**src/rtl/tsc_pkg.sv**
```systemverilog
package tsc_pkg;

    typedef enum logic [2:0] {
        TS_INT0  = 3'b000,
        TS_RSV1  = 3'b001,
        TS_RSV2  = 3'b010,
        TS_RSV3  = 3'b011,
        TS_EDGE1 = 3'b100,
        TS_LVL1  = 3'b101,
        TS_LVL2  = 3'b110,
        TS_EXT   = 3'b111
    } tsel_e;

    typedef enum logic [2:0] {
        SM_OFF     = 3'b000,
        SM_QD1     = 3'b001,
        SM_QD2     = 3'b010,
        SM_QD3     = 3'b011,
        SM_RESTART = 3'b100,
        SM_GATE    = 3'b101,
        SM_START   = 3'b110,
        SM_EXTCLK  = 3'b111
    } smode_e;

    typedef struct packed {
        tsel_e  tsel;
        smode_e mode;
        logic   sync;
    } cfg_t;

    typedef struct packed {
        logic lvl;
        logic rise;
    } trig_t;

    typedef struct packed {
        logic inc;
        logic clr;
        logic start;
    } act_t;

    function automatic logic gate_invalid(input cfg_t c);
        return (c.mode == SM_GATE) && (c.tsel == TS_EDGE1);
    endfunction

endpackage

```
**src/rtl/tsc_trig.sv**
```systemverilog
module tsc_trig
    import tsc_pkg::*;
(
    input  logic  clk,
    input  logic  rst,
    input  tsel_e tsel,
    input  logic  sync,
    input  logic  itrig,
    input  logic  tin1,
    input  logic  tin2,
    input  logic  xtrig,
    output trig_t trg,
    output logic  rise_raw
);
    logic tin1_q;
    logic chg1;
    logic sel;
    logic sel_q;
    logic sel_qq;
    logic eff;
    logic eff_prev;

    always_ff @(posedge clk) begin
        if (rst) begin
            tin1_q <= 1'b0;
            sel_q  <= 1'b0;
            sel_qq <= 1'b0;
        end else begin
            tin1_q <= tin1;
            sel_q  <= sel;
            sel_qq <= sel_q;
        end
    end

    assign chg1 = tin1 ^ tin1_q;

    always_comb begin
        unique case (tsel)
            TS_INT0:  sel = itrig;
            TS_EDGE1: sel = chg1;
            TS_LVL1:  sel = tin1;
            TS_LVL2:  sel = tin2;
            TS_EXT:   sel = xtrig;
            default:  sel = 1'b0;
        endcase
    end

    assign rise_raw = sel & ~sel_q;
    assign eff      = sync ? sel_q  : sel;
    assign eff_prev = sync ? sel_qq : sel_q;
    assign trg.lvl  = eff;
    assign trg.rise = eff & ~eff_prev;

endmodule

```
**src/rtl/tsc_mode.sv**
```systemverilog
module tsc_mode
    import tsc_pkg::*;
(
    input  cfg_t  cfg,
    input  logic  en,
    input  trig_t trg,
    output act_t  act
);
    always_comb begin
        act = '0;
        unique case (cfg.mode)
            SM_OFF: act.inc = en;
            SM_RESTART: begin
                act.clr = trg.rise;
                act.inc = en & ~trg.rise;
            end
            SM_GATE:   act.inc = en & trg.lvl & ~gate_invalid(cfg);
            SM_START: begin
                act.inc   = en;
                act.start = trg.rise;
            end
            SM_EXTCLK: act.inc = en & trg.rise;
            default:   act = '0;
        endcase
    end
endmodule

```
**src/rtl/tsc_count.sv**
```systemverilog
module tsc_count #(
    parameter int CNT_W = 16
) (
    input  logic             clk,
    input  logic             rst,
    input  logic             inc,
    input  logic             clr,
    output logic [CNT_W-1:0] cnt,
    output logic             upd
);
    localparam logic [CNT_W-1:0] TOP = {CNT_W{1'b1}};

    always_ff @(posedge clk) begin
        if (rst) begin
            cnt <= '0;
            upd <= 1'b0;
        end else if (clr) begin
            cnt <= '0;
            upd <= 1'b1;
        end else if (inc) begin
            cnt <= cnt + 1'b1;
            upd <= (cnt == TOP);
        end else begin
            upd <= 1'b0;
        end
    end
endmodule

```
**src/rtl/tsc_top.sv**
```systemverilog
module tsc_top
    import tsc_pkg::*;
#(
    parameter int CNT_W = 16
) (
    input  logic             clk,
    input  logic             rst,
    input  logic             cfg_wr,
    input  logic [2:0]       cfg_tsel,
    input  logic [2:0]       cfg_mode,
    input  logic             cfg_sync,
    input  logic             en_set,
    input  logic             en_clr,
    input  logic             itrig,
    input  logic             tin1,
    input  logic             tin2,
    input  logic             xtrig,
    output logic [CNT_W-1:0] count,
    output logic             cnt_en,
    output logic             upd_evt,
    output logic             trig_out
);
    cfg_t  cfg_q;
    logic  en_q;
    trig_t trg;
    act_t  act;

    always_ff @(posedge clk) begin
        if (rst) begin
            cfg_q.tsel <= TS_INT0;
            cfg_q.mode <= SM_OFF;
            cfg_q.sync <= 1'b0;
        end else if (cfg_wr) begin
            cfg_q.mode <= smode_e'(cfg_mode);
            cfg_q.sync <= cfg_sync;
            if (cfg_q.mode == SM_OFF)
                cfg_q.tsel <= tsel_e'(cfg_tsel);
        end
    end

    always_ff @(posedge clk) begin
        if (rst)
            en_q <= 1'b0;
        else if (en_clr)
            en_q <= 1'b0;
        else if (en_set || act.start)
            en_q <= 1'b1;
    end

    tsc_trig u_trig (
        .clk      (clk),
        .rst      (rst),
        .tsel     (cfg_q.tsel),
        .sync     (cfg_q.sync),
        .itrig    (itrig),
        .tin1     (tin1),
        .tin2     (tin2),
        .xtrig    (xtrig),
        .trg      (trg),
        .rise_raw (trig_out)
    );

    tsc_mode u_mode (
        .cfg (cfg_q),
        .en  (en_q),
        .trg (trg),
        .act (act)
    );

    tsc_count #(.CNT_W(CNT_W)) u_cnt (
        .clk (clk),
        .rst (rst),
        .inc (act.inc),
        .clr (act.clr),
        .cnt (count),
        .upd (upd_evt)
    );

    assign cnt_en = en_q;

endmodule

```
**config.mk**
```make
export PLATFORM = sky130hd
export DESIGN_NAME = tsc_top
export DESIGN_NICKNAME = d
export VERILOG_FILES = /design/src/rtl/tsc_pkg.sv /design/src/rtl/tsc_trig.sv /design/src/rtl/tsc_mode.sv /design/src/rtl/tsc_count.sv /design/src/rtl/tsc_top.sv
export SDC_FILE = /design/constraint.sdc
export NUM_CORES = 1
export LEC_CHECK = 0
export ABC_CLOCK_PERIOD_IN_PS = 2400
export BUFFER_PORTS_ARGS = -buffer_cell sky130_fd_sc_hd__buf_2
export CORE_MARGIN = 4
export CORE_UTILIZATION = 48
export DETAILED_ROUTE_END_ITERATION = 12
export MAX_ROUTING_LAYER = met4
export PLACE_DENSITY = 0.79
export SKIP_CTS_REPAIR_TIMING = 1
export SLEW_MARGIN = 0
export SYNTH_ARGS = -nofsm -noshare
export SYNTH_HDL_FRONTEND = slang
export SYNTH_HIERARCHICAL = 1
export SYNTH_SLANG_ARGS = --single-unit
```
**constraint.sdc**
```tcl
create_clock -name clk -period 2.4 [get_ports clk]
set_input_delay 0.12 -clock clk [delete_from_list [all_inputs] [get_ports clk]]
set_output_delay 0.12 -clock clk [all_outputs]
set_load 0.005 [all_outputs]
```
Word level (Yosys, flattened, before mapping)
Index checks and enable logic that the tools add are counted.
{"block": "classes", "add_sub_neg": 1, "multipliers": 0, "div": 0, "n_lt_le_gt_ge": 0, "n_eq_ne": 9, "shifts": 0, "n_mux": 8, "bitwise": 11, "n_reduce_logical": 8}
{"op": "$eq 3x3->1 const B", "n": 8}
{"op": "$add 16x1->16 const B", "n": 1}
{"op": "$eq 16x16->1 const B", "n": 1}
{"op": "$and 1x1->1", "n": 6}
{"op": "$logic_not 3->1", "n": 2}
{"op": "$mux 1", "n": 6}
{"op": "$reduce_or 2->1", "n": 3}
{"op": "$pmux 1 s5", "n": 1}
{"op": "$not 1->1", "n": 4}
{"op": "$pmux 1 s4", "n": 1}
{"op": "$reduce_and 2->1", "n": 1}
{"op": "$logic_and 1x1->1", "n": 1}
{"op": "$logic_or 1x1->1", "n": 1}
{"op": "$xor 1x1->1", "n": 1}
{"block": "totals", "register_bits": 28, "latch_bits": 0, "mem_bits_rw": 0, "romBits": 0, "input_bits": 16, "output_inout_bits": 19, "elab_cells": 46, "mem_count": 0}

Longest topological paths before layout
Gate-level depths: netlist (run 1).
{"block": "logic_depth", "word_depth": 9, "ltp_mapped": 10}

By module
The synthesis (run 1) kept the hierarchy.
{"module": "tsc_count", "instances": 1, "cells_each": 94, "area_each_um2": 884.6, "seq_area_each_um2": 340.3}
{"module": "tsc_top", "instances": 1, "cells_each": 30, "area_each_um2": 331.6, "seq_area_each_um2": 160.2}
{"module": "tsc_trig", "instances": 1, "cells_each": 24, "area_each_um2": 220.2, "seq_area_each_um2": 60.1}
{"module": "tsc_mode", "instances": 1, "cells_each": 11, "area_each_um2": 77.6, "seq_area_each_um2": 0.0}

Worst setup path before layout (run 1)
No wires, ideal clock.
{"block": "synth_path", "path_type": "flip-flop to flip-flop", "from": "register, netlist name cfg_q[5]", "to": "register u_cnt.cnt[9]", "setup_ps": 70, "t_arrival_ps": 2163, "required_ps": 2330, "path_slack_ps": 167, "stages_incl_launch_ff": 11, "synth_period_minus_slack_ps": 2233, "cell_sequence": "dfxtp_1 -> or3b_1 -> nand3_1 -> o21ai_0 -> nor2_1 -> a21oi_1 -> o211ai_2 -> buf_4 -> nand4_4 -> or4_1 -> a21oi_1"}
{"item": "end signal: assignment", "line": "tsc_count.sv:21", "rtl": "cnt <= cnt + 1'b1;"}
{"item": "end: declaration", "line": "tsc_count.sv:8", "rtl": "output logic [CNT_W-1:0] cnt,"}

==> results_tabular.tex, run 1 <==
\begin{tabular}{lr}
\hline
Metric & Value \\
\hline
\multicolumn{2}{l}{\textbf{Synthesis}} \\
\quad Synthesis-stage register bit count & 28 \\
\quad Mapped Avg Cell Area & around 9.5 um2 \\
\quad Ranking of synthesized cells by area & sky130\_fd\_sc\_hd\_\_dfxtp\_1 37\%, sky130\_fd\_sc\_hd\_\_mux2i\_1 9.9\%, sky130\_fd\_sc\_hd\_\_nor4\_2 5.0\% \\
\quad Synth Flop Type & sky130\_fd\_sc\_hd\_\_dfxtp\_1 \\
\quad Fraction of registers with async set or reset after synthesis & 0\% \\
\quad Count of unique library cells instantiated by Yosys & 41 \\
\quad Sequential-to-total area share from yosys stat & a little under two fifths \\
\quad Synth Warn \# & 6 \\
\quad Synthesized instance count & around 160 \\
\quad Top cell type by total area after synthesis & sky130\_fd\_sc\_hd\_\_dfxtp\_1 \\
\quad Post-synth net total & about 180 \\
\quad Count of flip-flops with a built-in enable after synthesis & 0 \\
\quad Share of the synthesized area in the top cell type & roughly 37\% \\
\quad Post-Syn Area & approximately 1500 um2 \\
\multicolumn{2}{l}{\textbf{Cells and area}} \\
\quad Share of the core filled with cells in the final layout & approximately three fifths \\
\quad Fill cells & roughly 260 \\
\quad Footprint of the multi-input gates & between 900 and 1000 um2 \\
\quad NumNets Final & $\sim$220 \\
\quad Storage element area & $\sim$570 um2 \\
\quad Post-route non-filler standard cell count & 243 \\
\quad Share of post-route cells with drive strength above 1 & between 30 and 40\% \\
\quad Area growth, synth to finish & 21.4\% \\
\quad Count of antenna diodes in the layout & 0 \\
\multicolumn{2}{l}{\textbf{Clock network}} \\
\quad Longest Clk Path Bufs & 2 \\
\quad Clk pin slew, worst setup/hold paths & around 0.15 ns \\
\quad TritonCTS clock tree & yes \\
\quad Clock network latency to the later pin of the worst-skew pair & around 0.33 ns \\
\quad CTS root buffer & sky130\_fd\_sc\_hd\_\_clkbuf\_4 \\
\quad CTS H-tree lvls & 1 \\
\quad CTS Buf Count & 3 \\
\quad Clock sinks & 28 \\
\multicolumn{2}{l}{\textbf{Die}} \\
\quad Floorplan Core Area & approximately 3000 um2 \\
\quad Area of the die & 4120 um2 \\
\quad Effective utilization at floorplan & approximately 50\% \\
\quad Number of placement rows & 20 \\
\quad Vertical die dimension & around 64 um \\
\quad Die X & approximately 64 um \\
\quad Number of top-level pins & 35 \\
\multicolumn{2}{l}{\textbf{STA}} \\
\quad Number of max-slew violations in the final report & 0 \\
\quad Fmax & 427 MHz \\
\quad Shortest clock period the worst path allows after layout & between 2 and 2.5 ns \\
\quad Setup TNS & 0 ns \\
\quad Final worst slack & $\sim$0.06 ns \\
\quad Slew margin rel. & 67.1\% \\
\quad Share of the clock period used by the worst path after layout & between 90\% and 100\% \\
\quad Final Hold Fails & 0 \\
\quad Slew at the pin closest to its max-slew limit & 0.492 ns \\
\quad Final setup skew & 0.00795 ns \\
\quad Final setup violation count & 0 \\
\multicolumn{2}{l}{\textbf{Pwr}} \\
\quad Switching pwr & approximately 0.21 mW \\
\quad Maximum vdd drop & between 0.2 and 0.3 mV \\
\quad Switching fraction of total power & between 20\% and 30\% \\
\quad Leakage power & about 0.77 nW \\
\quad Power density over cell area & about 500 nW/um2 \\
\quad Internal power contribution & 0.711 mW \\
\quad Power consumption & 0.924 mW \\
\quad Sequential cell fraction of total power & about 54\% \\
\quad Share of power burned in combinational logic & roughly 13\% \\
\quad Proportion of power drawn by the clock network & between 30\% and 40\% \\
\multicolumn{2}{l}{\textbf{Routing}} \\
\quad Met1 Routed Length & between 1 and 1.5 mm \\
\quad Top Layer Used & met4 \\
\quad Detailed-route vias per instance & 5.42 \\
\quad Antenna violation net count after detailed routing & 0 \\
\quad Routed via count & $\sim$1300 \\
\quad Total DRC errors in the routed layout & 0 \\
\quad Routed wl met3 & $\sim$140 um \\
\quad WL per Instance & roughly 13 um \\
\quad Met2 wire len & 1.57 mm \\
\quad Number of optimization iterations in the first detailed-route pass & 4 \\
\quad DRC marker count from the first detailed-route iteration & 72 \\
\quad Total wire length & about 3.2 mm \\
\multicolumn{2}{l}{\textbf{Hold path}} \\
\quad Min-delay worst type & input port to register \\
\quad Min-Delay Path Depth & 3 \\
\multicolumn{2}{l}{\textbf{Run}} \\
\quad Max cap viols & 0 \\
\multicolumn{2}{l}{\textbf{Setup path}} \\
\quad Flop-to-flop setup slack & 0.06 ns \\
\quad Worst r2r path cells & 10 \\
\quad Arrival time of the worst setup path & between 2 and 3 ns \\
\quad Critical path launch point type & register \\
\quad WP data required & around 2.7 ns \\
\quad Critical path capture point type & register \\
\quad Classification of the worst setup path & register to register \\
\quad Largest fanout on the critical path & 8 \\
\multicolumn{2}{l}{\textbf{GRT}} \\
\quad Total GRT Usage & between 10\% and 20\% \\
\quad Largest net degree at the start of global routing & 26 \\
\quad Antenna violations before repair & 0 \\
\quad Overflow left after global routing & 0 \\
\quad Via count of the first global-routing pass & approximately 1300 \\
\quad Wire length of the first global-routing pass & between 5 and 6 mm \\
\multicolumn{2}{l}{\textbf{Place}} \\
\quad Post-placement setup slack & -0.104 ns \\
\quad Port Buf Inserts & 34 \\
\quad HPWL after detailed placement & about 2.4 mm \\
\quad Routability congestion estimate & roughly 0.9 \\
\quad Placed instance count & about 240 \\
\multicolumn{2}{l}{\textbf{Run status}} \\
\quad Result of the run & finished clean \\
\hline
\end{tabular}
## worst max-delay path, stage by stage, from the launching register on
cell,delay [ns]
sky130_fd_sc_hd__dfxtp_1,0.44
sky130_fd_sc_hd__o31ai_1,0.10
sky130_fd_sc_hd__a21o_1,0.17
sky130_fd_sc_hd__buf_4,0.14
sky130_fd_sc_hd__o311ai_2,0.27
sky130_fd_sc_hd__o311ai_2,0.15
sky130_fd_sc_hd__o211ai_2,0.10
sky130_fd_sc_hd__buf_6,0.15
sky130_fd_sc_hd__nand4_4,0.16
sky130_fd_sc_hd__or4_1,0.44
sky130_fd_sc_hd__a21oi_1,0.16
## cells in the mapped netlist (all sizes together) (2+ instances only)
library cell	number
or3	8
xor2	3
mux2i	15
o31ai	6
nor4b	2
clkbuf	3
nor4	6
nand4	7
inv	4
o311ai	3
o21ai	2
nand2b	9
nand3	3
nor2	12
or4	3
nand2	16
nor3	3
a21oi	5
buf	4
dfxtp	28
nor2b	2
## cells by family after synthesis
logic type / Yosys count / synth area share (%)
adder cells (fa/ha/maj): 1 / 0.826
AO/OA/AOI/OAI: 21 / 10.6
buffers and inverters: 12 / 4.46
XOR/XNOR: 4 / 2.31
flip-flops: 28 / 37.0
AND/OR/NAND/NOR: 78 / 34.9
multiplexers: 15 / 9.92
## layout by cell type (no fill, tap or decap), drive strengths merged, types with 4 or more instances in the layout
cell type and n:
inv 4, nand2b 9, mux2i 15, buf 42, nand4 7, dfxtp 28
nor4 6, a21oi 5, or3 8, nor2 12, o31ai 6, nand2 16
## layer usage
metal	vias up	GRT usage, %
met5	-	-
met2	38	28.6
met1	612	20.2
met3	2	2.11
li1	666	-
met4	0	5.01
## worst paths after layout
| check | endpoint | startpoint |
|---|---|---|
| worst max-delay path | u_cnt/cnt[9] | cfg_q[6] |
| worst min-delay path | cfg_q[1] | cfg_mode[0] |
| worst max register to register | u_cnt/cnt[9] | cfg_q[6] |
| worst min register to register | u_cnt/cnt[15] | u_cnt/cnt[15] |
## registers in the layout (all words and copies together), names as in the netlist
signal	count
u_trig/sel_q	1
u_trig/tin1_q	1
u_cnt/cnt	16
cnt_en	1
u_cnt/upd	1
cfg_q	7
u_trig/sel_qq	1
## per-stage QoR
step	hold slack (ns)	area, um2
after detailed placement	0.297	1740
after CTS	-0.0742	1800
after floorplan	0.192	1510
after global routing	0.00688	1840
after global placement	0.284	1740
final	0.0153	1840
## layout make-up
type,count,area share [%]
Clock inverter,1,1.63
Tap cell,44,3.00
Inverter,5,1.02
Sequential cell,28,30.8
Clock buffer,3,1.23
Timing Repair Buffer,43,13.3
Multi-Input combinational cell,119,49.1
## power by group through the flow
stage                     combinational [mW]  sequential (mW)  clock, mW
after floorplan                       0.0795            0.504          0
after global placement                 0.109            0.508          0
after detailed placement               0.112            0.509          0
after CTS                              0.113            0.499      0.312
after global routing                   0.131            0.503      0.338
final                                  0.118            0.500      0.307
Power figures use the tool's default switching activity.
==> run 2: changes to the inputs <==
Settings changed: CELL_PAD_IN_SITES_DETAIL_PLACEMENT set to 1, CELL_PAD_IN_SITES_GLOBAL_PLACEMENT set to 2, CORE_UTILIZATION 48 to 29.
==> results_tabular.tex, run 2 (synthesis gave the netlist of run 1 again) <==
\begin{tabular}{lr}
\hline
Metric & Value \\
\hline
\multicolumn{2}{l}{\textbf{Die}} \\
\quad Number of top-level pins & 35 \\
\quad Number of placement rows & 26 \\
\quad Vertical die dimension & roughly 80 um \\
\quad Effective utilization at floorplan & about 30\% \\
\quad Die X & 80.3 um \\
\quad Area of the die & about 6400 um2 \\
\quad Floorplan Core Area & around 5100 um2 \\
\multicolumn{2}{l}{\textbf{Routing}} \\
\quad Antenna violation net count after detailed routing & 0 \\
\quad Number of optimization iterations in the first detailed-route pass & 6 \\
\quad WL per Instance & between 15 and 20 um \\
\quad DRC marker count from the first detailed-route iteration & 50 \\
\quad Detailed-route vias per instance & 5.01 \\
\quad Routed via count & 1354 \\
\quad Total DRC errors in the routed layout & 0 \\
\quad Total wire length & roughly 4.1 mm \\
\multicolumn{2}{l}{\textbf{Pwr}} \\
\quad Switching fraction of total power & 23.9\% \\
\quad Power density over cell area & roughly 520 nW/um2 \\
\quad Share of power burned in combinational logic & around 13\% \\
\quad Maximum vdd drop & 0.323 mV \\
\quad Internal power contribution & a little under 0.8 mW \\
\quad Proportion of power drawn by the clock network & 37.8\% \\
\quad Leakage power & about 0.79 nW \\
\quad Switching pwr & 0.241 mW \\
\quad Sequential cell fraction of total power & roughly half \\
\multicolumn{2}{l}{\textbf{Setup path}} \\
\quad Worst r2r path cells & 10 \\
\quad Worst flop-to-flop path startpoint & cfg\_q[5] \\
\quad Crit-path slowest cell & sky130\_fd\_sc\_hd\_\_or4\_4 \\
\quad Classification of the worst setup path & register to register \\
\quad Reg-to-reg critical path endpoint & u\_cnt/cnt[6] \\
\quad Flop-to-flop setup slack & $\sim$0.084 ns \\
\quad Critical path capture point type & register \\
\quad Critical path launch point type & register \\
\quad Largest fanout on the critical path & 6 \\
\quad WP data required & 2.62 ns \\
\quad Cells along the critical path & mux2i\_1, a21o\_1, buf\_4, o311ai\_4, o311ai\_2, o211ai\_2, buf\_6, inv\_2, or4\_4, a21oi\_2 \\
\quad Arrival time of the worst setup path & around 2.5 ns \\
\quad Max incr delay on CP & around 0.52 ns \\
\multicolumn{2}{l}{\textbf{Clock network}} \\
\quad Clk pin slew, worst setup/hold paths & roughly 0.10 ns \\
\quad CTS root buffer & sky130\_fd\_sc\_hd\_\_clkbuf\_8 \\
\quad CTS H-tree lvls & 1 \\
\quad TritonCTS clock tree & yes \\
\quad Longest Clk Path Bufs & 2 \\
\quad CTS Buf Count & 3 \\
\quad Clock sinks & 28 \\
\quad Clock network latency to the later pin of the worst-skew pair & 0.28 ns \\
\multicolumn{2}{l}{\textbf{STA}} \\
\quad Final worst slack & 0.0842 ns \\
\quad Fmax & 432 MHz \\
\quad Unrepaired setup endpoints after global routing & yes \\
\quad Shortest clock period the worst path allows after layout & roughly 2.3 ns \\
\quad Slew margin rel. & 64.8\% \\
\quad Slew at the pin closest to its max-slew limit & 0.525 ns \\
\quad Final setup skew & 0.00300 ns \\
\quad Number of max-slew violations in the final report & 0 \\
\quad Final Hold Fails & 0 \\
\quad Share of the clock period used by the worst path after layout & between 90\% and 100\% \\
\quad Setup TNS & 0 ns \\
\quad Final setup violation count & 0 \\
\multicolumn{2}{l}{\textbf{Hold path}} \\
\quad Worst hold path startpoint & cfg\_mode[1] \\
\quad Min-delay worst type & input port to register \\
\quad Min-Delay Path Depth & 3 \\
\quad Worst min-delay path endpoint & cfg\_q[2] \\
\multicolumn{2}{l}{\textbf{GRT}} \\
\quad Via count of the first global-routing pass & 1296 \\
\quad Wire length of the first global-routing pass & roughly 6.4 mm \\
\quad Antenna violations before repair & 0 \\
\quad Total GRT Usage & approximately an eighth \\
\quad Overflow left after global routing & 0 \\
\quad Largest net degree at the start of global routing & 26 \\
\multicolumn{2}{l}{\textbf{Cells and area}} \\
\quad Fill cells & between 600 and 700 \\
\quad NumNets Final & roughly 220 \\
\quad Post-route non-filler standard cell count & 270 \\
\quad Most frequent cells in the layout & 34 x sky130\_fd\_sc\_hd\_\_buf\_2, 25 x sky130\_fd\_sc\_hd\_\_dfxtp\_1, 16 x sky130\_fd\_sc\_hd\_\_nand2\_1, 15 x sky130\_fd\_sc\_hd\_\_mux2i\_1, 12 x sky130\_fd\_sc\_hd\_\_nor2\_1 \\
\quad Footprint of the multi-input gates & 933 um2 \\
\quad Share of the core filled with cells in the final layout & around two fifths \\
\quad Most common library cell in the layout ignoring fill and taps & sky130\_fd\_sc\_hd\_\_buf\_2 \\
\quad Max reg flops & 16 \\
\quad Registers with the most flip-flops & u\_cnt/cnt x16, cfg\_q x7 \\
\quad Share of post-route cells with drive strength above 1 & a little over a third \\
\quad Top reg by flops & u\_cnt/cnt \\
\quad Area growth, synth to finish & 27.4\% \\
\quad Count of antenna diodes in the layout & 0 \\
\quad Storage element area & around 570 um2 \\
\multicolumn{2}{l}{\textbf{Place}} \\
\quad Placed instance count & between 200 and 300 \\
\quad HPWL after detailed placement & 2.80 mm \\
\quad Routability congestion estimate & slightly below 0.8 \\
\quad Post-placement setup slack & -0.0335 ns \\
\quad Port Buf Inserts & 34 \\
\multicolumn{2}{l}{\textbf{Run status}} \\
\quad Result of the run & finished clean \\
\multicolumn{2}{l}{\textbf{Run}} \\
\quad Max cap viols & 0 \\
\hline
\end{tabular}
[run 2: changes by cell type in the layout (fill, tap and decap cells not counted), moves of 2 or more]
cell,change
sky130_fd_sc_hd__clkbuf_4,-3
sky130_fd_sc_hd__clkbuf_8,+3
sky130_fd_sc_hd__a21oi_1,-2
sky130_fd_sc_hd__a21oi_2,+2
sky130_fd_sc_hd__or4_1,-2
sky130_fd_sc_hd__or4_4,+2
[run 2: worst max-delay path: cells and delay by family (launching register included)]
kind	cells	cell delay (ns)
AOI/OAI and AO/OA	5	0.89
muxes	1	0.12
buffers and inverters	3	0.35
and+or+nand+nor	1	0.52
DFF	1	0.38
[run 2: final cells by class]
class                   count  area share [%]
clock buffers               3            2.14
clock inverters             1            1.56
inverters                   5           0.973
multi-input cells         119            48.4
flip-flops and latches     28            29.4
well taps                  70            4.54
repair buffers             44            13.0
[run 2: stage by stage]
step                area [um2]  power [mW]  hold slack, ns
floorplan                 1510       0.584           0.192
global placement          1770       0.624           0.293
detailed placement        1770       0.625           0.292
CTS                       1840        1.01         -0.0205
global route              1930        1.05          0.0729
finish                    1930        1.01          0.0717
[run 2: how the worst max path moves through the flow]
stage               depth (start not counted)  startpoint       endpoint
global placement                           10    cfg_q[5]   u_cnt/cnt[6]
CTS                                        10    cfg_q[5]   u_cnt/cnt[6]
global route                                9    cfg_q[5]  u_cnt/cnt[12]
floorplan                                  10    cfg_q[5]   u_cnt/cnt[9]
finish                                     10    cfg_q[5]   u_cnt/cnt[6]
detailed placement                         10    cfg_q[5]   u_cnt/cnt[6]
[run 2: power groups by stage]
stage               sequential, mW  combinational, mW  clock [mW]
CTS                          0.499              0.117       0.393
detailed placement           0.510              0.116           0
finish                       0.500              0.129       0.382
global route                 0.503              0.144       0.407
global placement             0.509              0.114           0
floorplan                    0.504             0.0795           0
[run 2: layer usage]
layer / track usage, % / share of wire [%] / vias to the layer above
li1: - / - / 664
met1: 17.8 / 49 / 656
met2: 18.9 / 46 / 32
met3: 3.25 / 4.2 / 2
met4: 2.03 / 0.34 / 0
met5: - / 0 / -
==> run 3: changes to the inputs <==
Settings changed: ABC_AREA set to 1, CORE_UTILIZATION 29 to 26.
==> results_tabular.tex, run 3 <==
\begin{tabular}{lr}
\hline
Metric & Value \\
\hline
\multicolumn{2}{l}{\textbf{Run status}} \\
\quad Result of the run & finished clean \\
\multicolumn{2}{l}{\textbf{Setup path}} \\
\quad Largest fanout on the critical path & 7 \\
\quad Worst r2r path cells & 18 \\
\quad Classification of the worst setup path & register to register \\
\quad WP data required & approximately 2.6 ns \\
\quad Worst flop-to-flop path startpoint & cfg\_q[4] \\
\quad Arrival time of the worst setup path & between 2 and 2.5 ns \\
\quad Reg-to-reg critical path endpoint & u\_cnt/cnt[14] \\
\quad Flop-to-flop setup slack & 0.27 ns \\
\quad Critical path capture point type & register \\
\quad Critical path launch point type & register \\
\multicolumn{2}{l}{\textbf{STA}} \\
\quad Shortest clock period the worst path allows after layout & $\sim$2.1 ns \\
\quad Setup TNS & 0 ns \\
\quad Share of the clock period used by the worst path after layout & between 80 and 90\% \\
\quad Minimum hold slack & 0.0620 ns \\
\quad Fmax & around 470 MHz \\
\quad Slew at the pin closest to its max-slew limit & between 0.3 and 0.4 ns \\
\quad Final Hold Fails & 0 \\
\quad Final setup skew & $\sim$0.002 ns \\
\quad Number of max-slew violations in the final report & 0 \\
\quad Slew margin rel. & around three quarters \\
\quad Final setup violation count & 0 \\
\quad Unrepaired setup endpoints after global routing & no \\
\multicolumn{2}{l}{\textbf{Routing}} \\
\quad Number of optimization iterations in the first detailed-route pass & 4 \\
\quad Total DRC errors in the routed layout & 0 \\
\quad Detailed-route vias per instance & 4.51 \\
\quad Total wire length & 3.85 mm \\
\quad Routed via count & 1474 \\
\quad DRC marker count from the first detailed-route iteration & 37 \\
\quad Antenna violation net count after detailed routing & 0 \\
\quad WL per Instance & about 12 um \\
\multicolumn{2}{l}{\textbf{Clock network}} \\
\quad CTS root buffer & sky130\_fd\_sc\_hd\_\_clkbuf\_8 \\
\quad Clock sinks & 28 \\
\quad CTS H-tree lvls & 1 \\
\quad CTS Buf Count & 3 \\
\quad Clk pin slew, worst setup/hold paths & 0.09 ns \\
\quad TritonCTS clock tree & yes \\
\quad Clock network latency to the later pin of the worst-skew pair & approximately 0.27 ns \\
\quad Longest Clk Path Bufs & 2 \\
\multicolumn{2}{l}{\textbf{Pwr}} \\
\quad Power consumption & 0.907 mW \\
\quad Maximum vdd drop & 0.221 mV \\
\quad Leakage power & around 0.78 nW \\
\quad Power density over cell area & between 400 and 500 nW/um2 \\
\multicolumn{2}{l}{\textbf{Synthesis}} \\
\quad Most frequent cells after synthesis & 39 x sky130\_fd\_sc\_hd\_\_nor2\_1, 37 x sky130\_fd\_sc\_hd\_\_nand2\_1, 28 x sky130\_fd\_sc\_hd\_\_dfxtp\_1 \\
\quad Sequential-to-total area share from yosys stat & a little under two fifths \\
\quad Fraction of registers with async set or reset after synthesis & 0\% \\
\quad Most frequent cell after synthesis & sky130\_fd\_sc\_hd\_\_nor2\_1 \\
\quad Synthesized instance count & around 220 \\
\quad Top cell type by total area after synthesis & sky130\_fd\_sc\_hd\_\_dfxtp\_1 \\
\quad Synth Flop Type & sky130\_fd\_sc\_hd\_\_dfxtp\_1 \\
\quad Count of unique library cells instantiated by Yosys & 29 \\
\quad Mapped Avg Cell Area & about 7 um2 \\
\quad Ranking of synthesized cells by area & sky130\_fd\_sc\_hd\_\_dfxtp\_1 37\%, sky130\_fd\_sc\_hd\_\_nor2\_1 9.7\%, sky130\_fd\_sc\_hd\_\_nand2\_1 9.2\% \\
\quad Post-synth net total & approximately 240 \\
\quad Share of the synthesized area in the top cell type & between 30\% and 40\% \\
\quad Synthesis-stage register bit count & 28 \\
\quad Synth Warn \# & 6 \\
\quad Post-Syn Area & roughly 1500 um2 \\
\quad Count of flip-flops with a built-in enable after synthesis & 0 \\
\multicolumn{2}{l}{\textbf{Place}} \\
\quad Port Buf Inserts & 34 \\
\quad Routability congestion estimate & 0.728 \\
\quad HPWL after detailed placement & approximately 3 mm \\
\multicolumn{2}{l}{\textbf{Cells and area}} \\
\quad Max reg flops & 16 \\
\quad Registers with the most flip-flops & u\_cnt/cnt x16, cfg\_q x7 \\
\quad Area growth, synth to finish & 21.8\% \\
\quad Share of post-route cells with drive strength above 1 & approximately a quarter \\
\quad Top reg by flops & u\_cnt/cnt \\
\quad NumNets Final & 273 \\
\quad Most common library cell in the layout ignoring fill and taps & sky130\_fd\_sc\_hd\_\_nor2\_1 \\
\quad Most frequent cells in the layout & 39 x sky130\_fd\_sc\_hd\_\_nor2\_1, 36 x sky130\_fd\_sc\_hd\_\_nand2\_1, 34 x sky130\_fd\_sc\_hd\_\_buf\_2, 26 x sky130\_fd\_sc\_hd\_\_dfxtp\_1, 23 x sky130\_fd\_sc\_hd\_\_inv\_1 \\
\quad Count of antenna diodes in the layout & 0 \\
\multicolumn{2}{l}{\textbf{Hold path}} \\
\quad Min-Delay Path Depth & 3 \\
\quad Worst min-delay path endpoint & cfg\_q[3] \\
\quad Worst hold path startpoint & cfg\_mode[2] \\
\quad Min-delay worst type & input port to register \\
\multicolumn{2}{l}{\textbf{GRT}} \\
\quad Via count of the first global-routing pass & roughly 1500 \\
\quad Overflow left after global routing & 0 \\
\quad Antenna violations before repair & 0 \\
\quad Largest net degree at the start of global routing & 16 \\
\quad Total GRT Usage & between 10\% and 20\% \\
\quad Wire length of the first global-routing pass & 6.67 mm \\
\multicolumn{2}{l}{\textbf{Die}} \\
\quad Die X & $\sim$84 um \\
\quad Effective utilization at floorplan & between 20\% and 30\% \\
\quad Number of placement rows & 27 \\
\quad Floorplan Core Area & 5570 um2 \\
\quad Number of top-level pins & 35 \\
\quad Vertical die dimension & 84.2 um \\
\quad Area of the die & $\sim$7100 um2 \\
\multicolumn{2}{l}{\textbf{Run}} \\
\quad Max cap viols & 0 \\
\hline
\end{tabular}
[run 3: changes by cell type in the layout (fill, tap and decap cells not counted), sizes merged, moves of 7 or more]
cell    before  now
nor2        12   46
nand2       16   45
inv          4   26
nand3        3   22
mux2i       15    0
a21oi        5   16
nand2b       9    0
o21ai        2   10
or3          8    0
buf         43   36
[run 3: worst max-delay path: stages (launching register included)]
cell,delay (ns)
sky130_fd_sc_hd__dfxtp_4,0.38
sky130_fd_sc_hd__inv_2,0.04
sky130_fd_sc_hd__or2_0,0.19
sky130_fd_sc_hd__nand2_1,0.06
sky130_fd_sc_hd__nand2_1,0.06
sky130_fd_sc_hd__nand2_2,0.08
sky130_fd_sc_hd__nand2_2,0.06
sky130_fd_sc_hd__nand3_1,0.07
sky130_fd_sc_hd__nand2_1,0.07
sky130_fd_sc_hd__nand2_2,0.11
sky130_fd_sc_hd__nand2_1,0.06
sky130_fd_sc_hd__nand2_1,0.05
sky130_fd_sc_hd__nand2_1,0.08
sky130_fd_sc_hd__nand2_4,0.12
sky130_fd_sc_hd__nand3_4,0.10
sky130_fd_sc_hd__nor2_4,0.17
sky130_fd_sc_hd__nand3_1,0.11
sky130_fd_sc_hd__o21bai_1,0.18
sky130_fd_sc_hd__nor2_1,0.05
[run 3: worst max path at each step]
stage	to	startpoint
final	u_cnt/cnt[14]	cfg_q[4]
after global routing	u_cnt/cnt[14]	cfg_q[4]
after CTS	u_cnt/cnt[14]	cfg_q[4]
after detailed placement	u_cnt/cnt[14]	cfg_q[4]
after global placement	u_cnt/cnt[14]	cfg_q[4]
after floorplan	u_cnt/cnt[5]	cfg_q[4]
[run 3: logic make-up (layout without fill, tap and decap cells)]
| kind of cell | after synthesis | count (layout) | synth area share (%) |
|---|---|---|---|
| fa+ha+maj | 1 | 1 | 0.830 |
| buf+inv | 30 | 67 | 8.55 |
| flops | 28 | 28 | 37.2 |
| compound gates | 30 | 30 | 11.1 |
| simple gates | 127 | 127 | 41.2 |
| xor+xnor | 2 | 2 | 1.16 |
[run 3: metal layers]
metal	up-vias	GRT usage [%]	share of wire (%)
met2	21	18.1	45
met4	0	4.82	1.8
met1	672	15.1	50
met3	5	1.47	3.2
li1	776	-	-
met5	-	-	0
[run 3: area by class of cell]
| type | instances | area, um2 |
|---|---|---|
| Timing Repair Buffer | 37 | 195 |
| Tap cell | 72 | 90.1 |
| Clock buffer | 4 | 55.1 |
| Inverter | 26 | 97.6 |
| Multi-Input combinational cell | 160 | 833 |
| Fill cell | 722 | 3740 |
| Sequential cell | 28 | 566 |
[run 3: per-stage QoR]
step	instance area (um2)	utilization, %	std cells	setup WS [ns]
after floorplan	1510	-	218	0.433
after global placement	1750	31.4	322	0.194
after detailed placement	1750	31.4	322	0.106
after CTS	1810	32.4	326	0.0732
after global routing	1840	33.0	327	0.0254
final	1840	33.0	327	0.265
[run 3: where the power goes]
group / total (mW) / switching, mW / internal [mW]
Combinational: 0.112 / 0.0645 / 0.0478
Sequential: 0.501 / 0.0201 / 0.481
Clock: 0.294 / 0.147 / 0.147
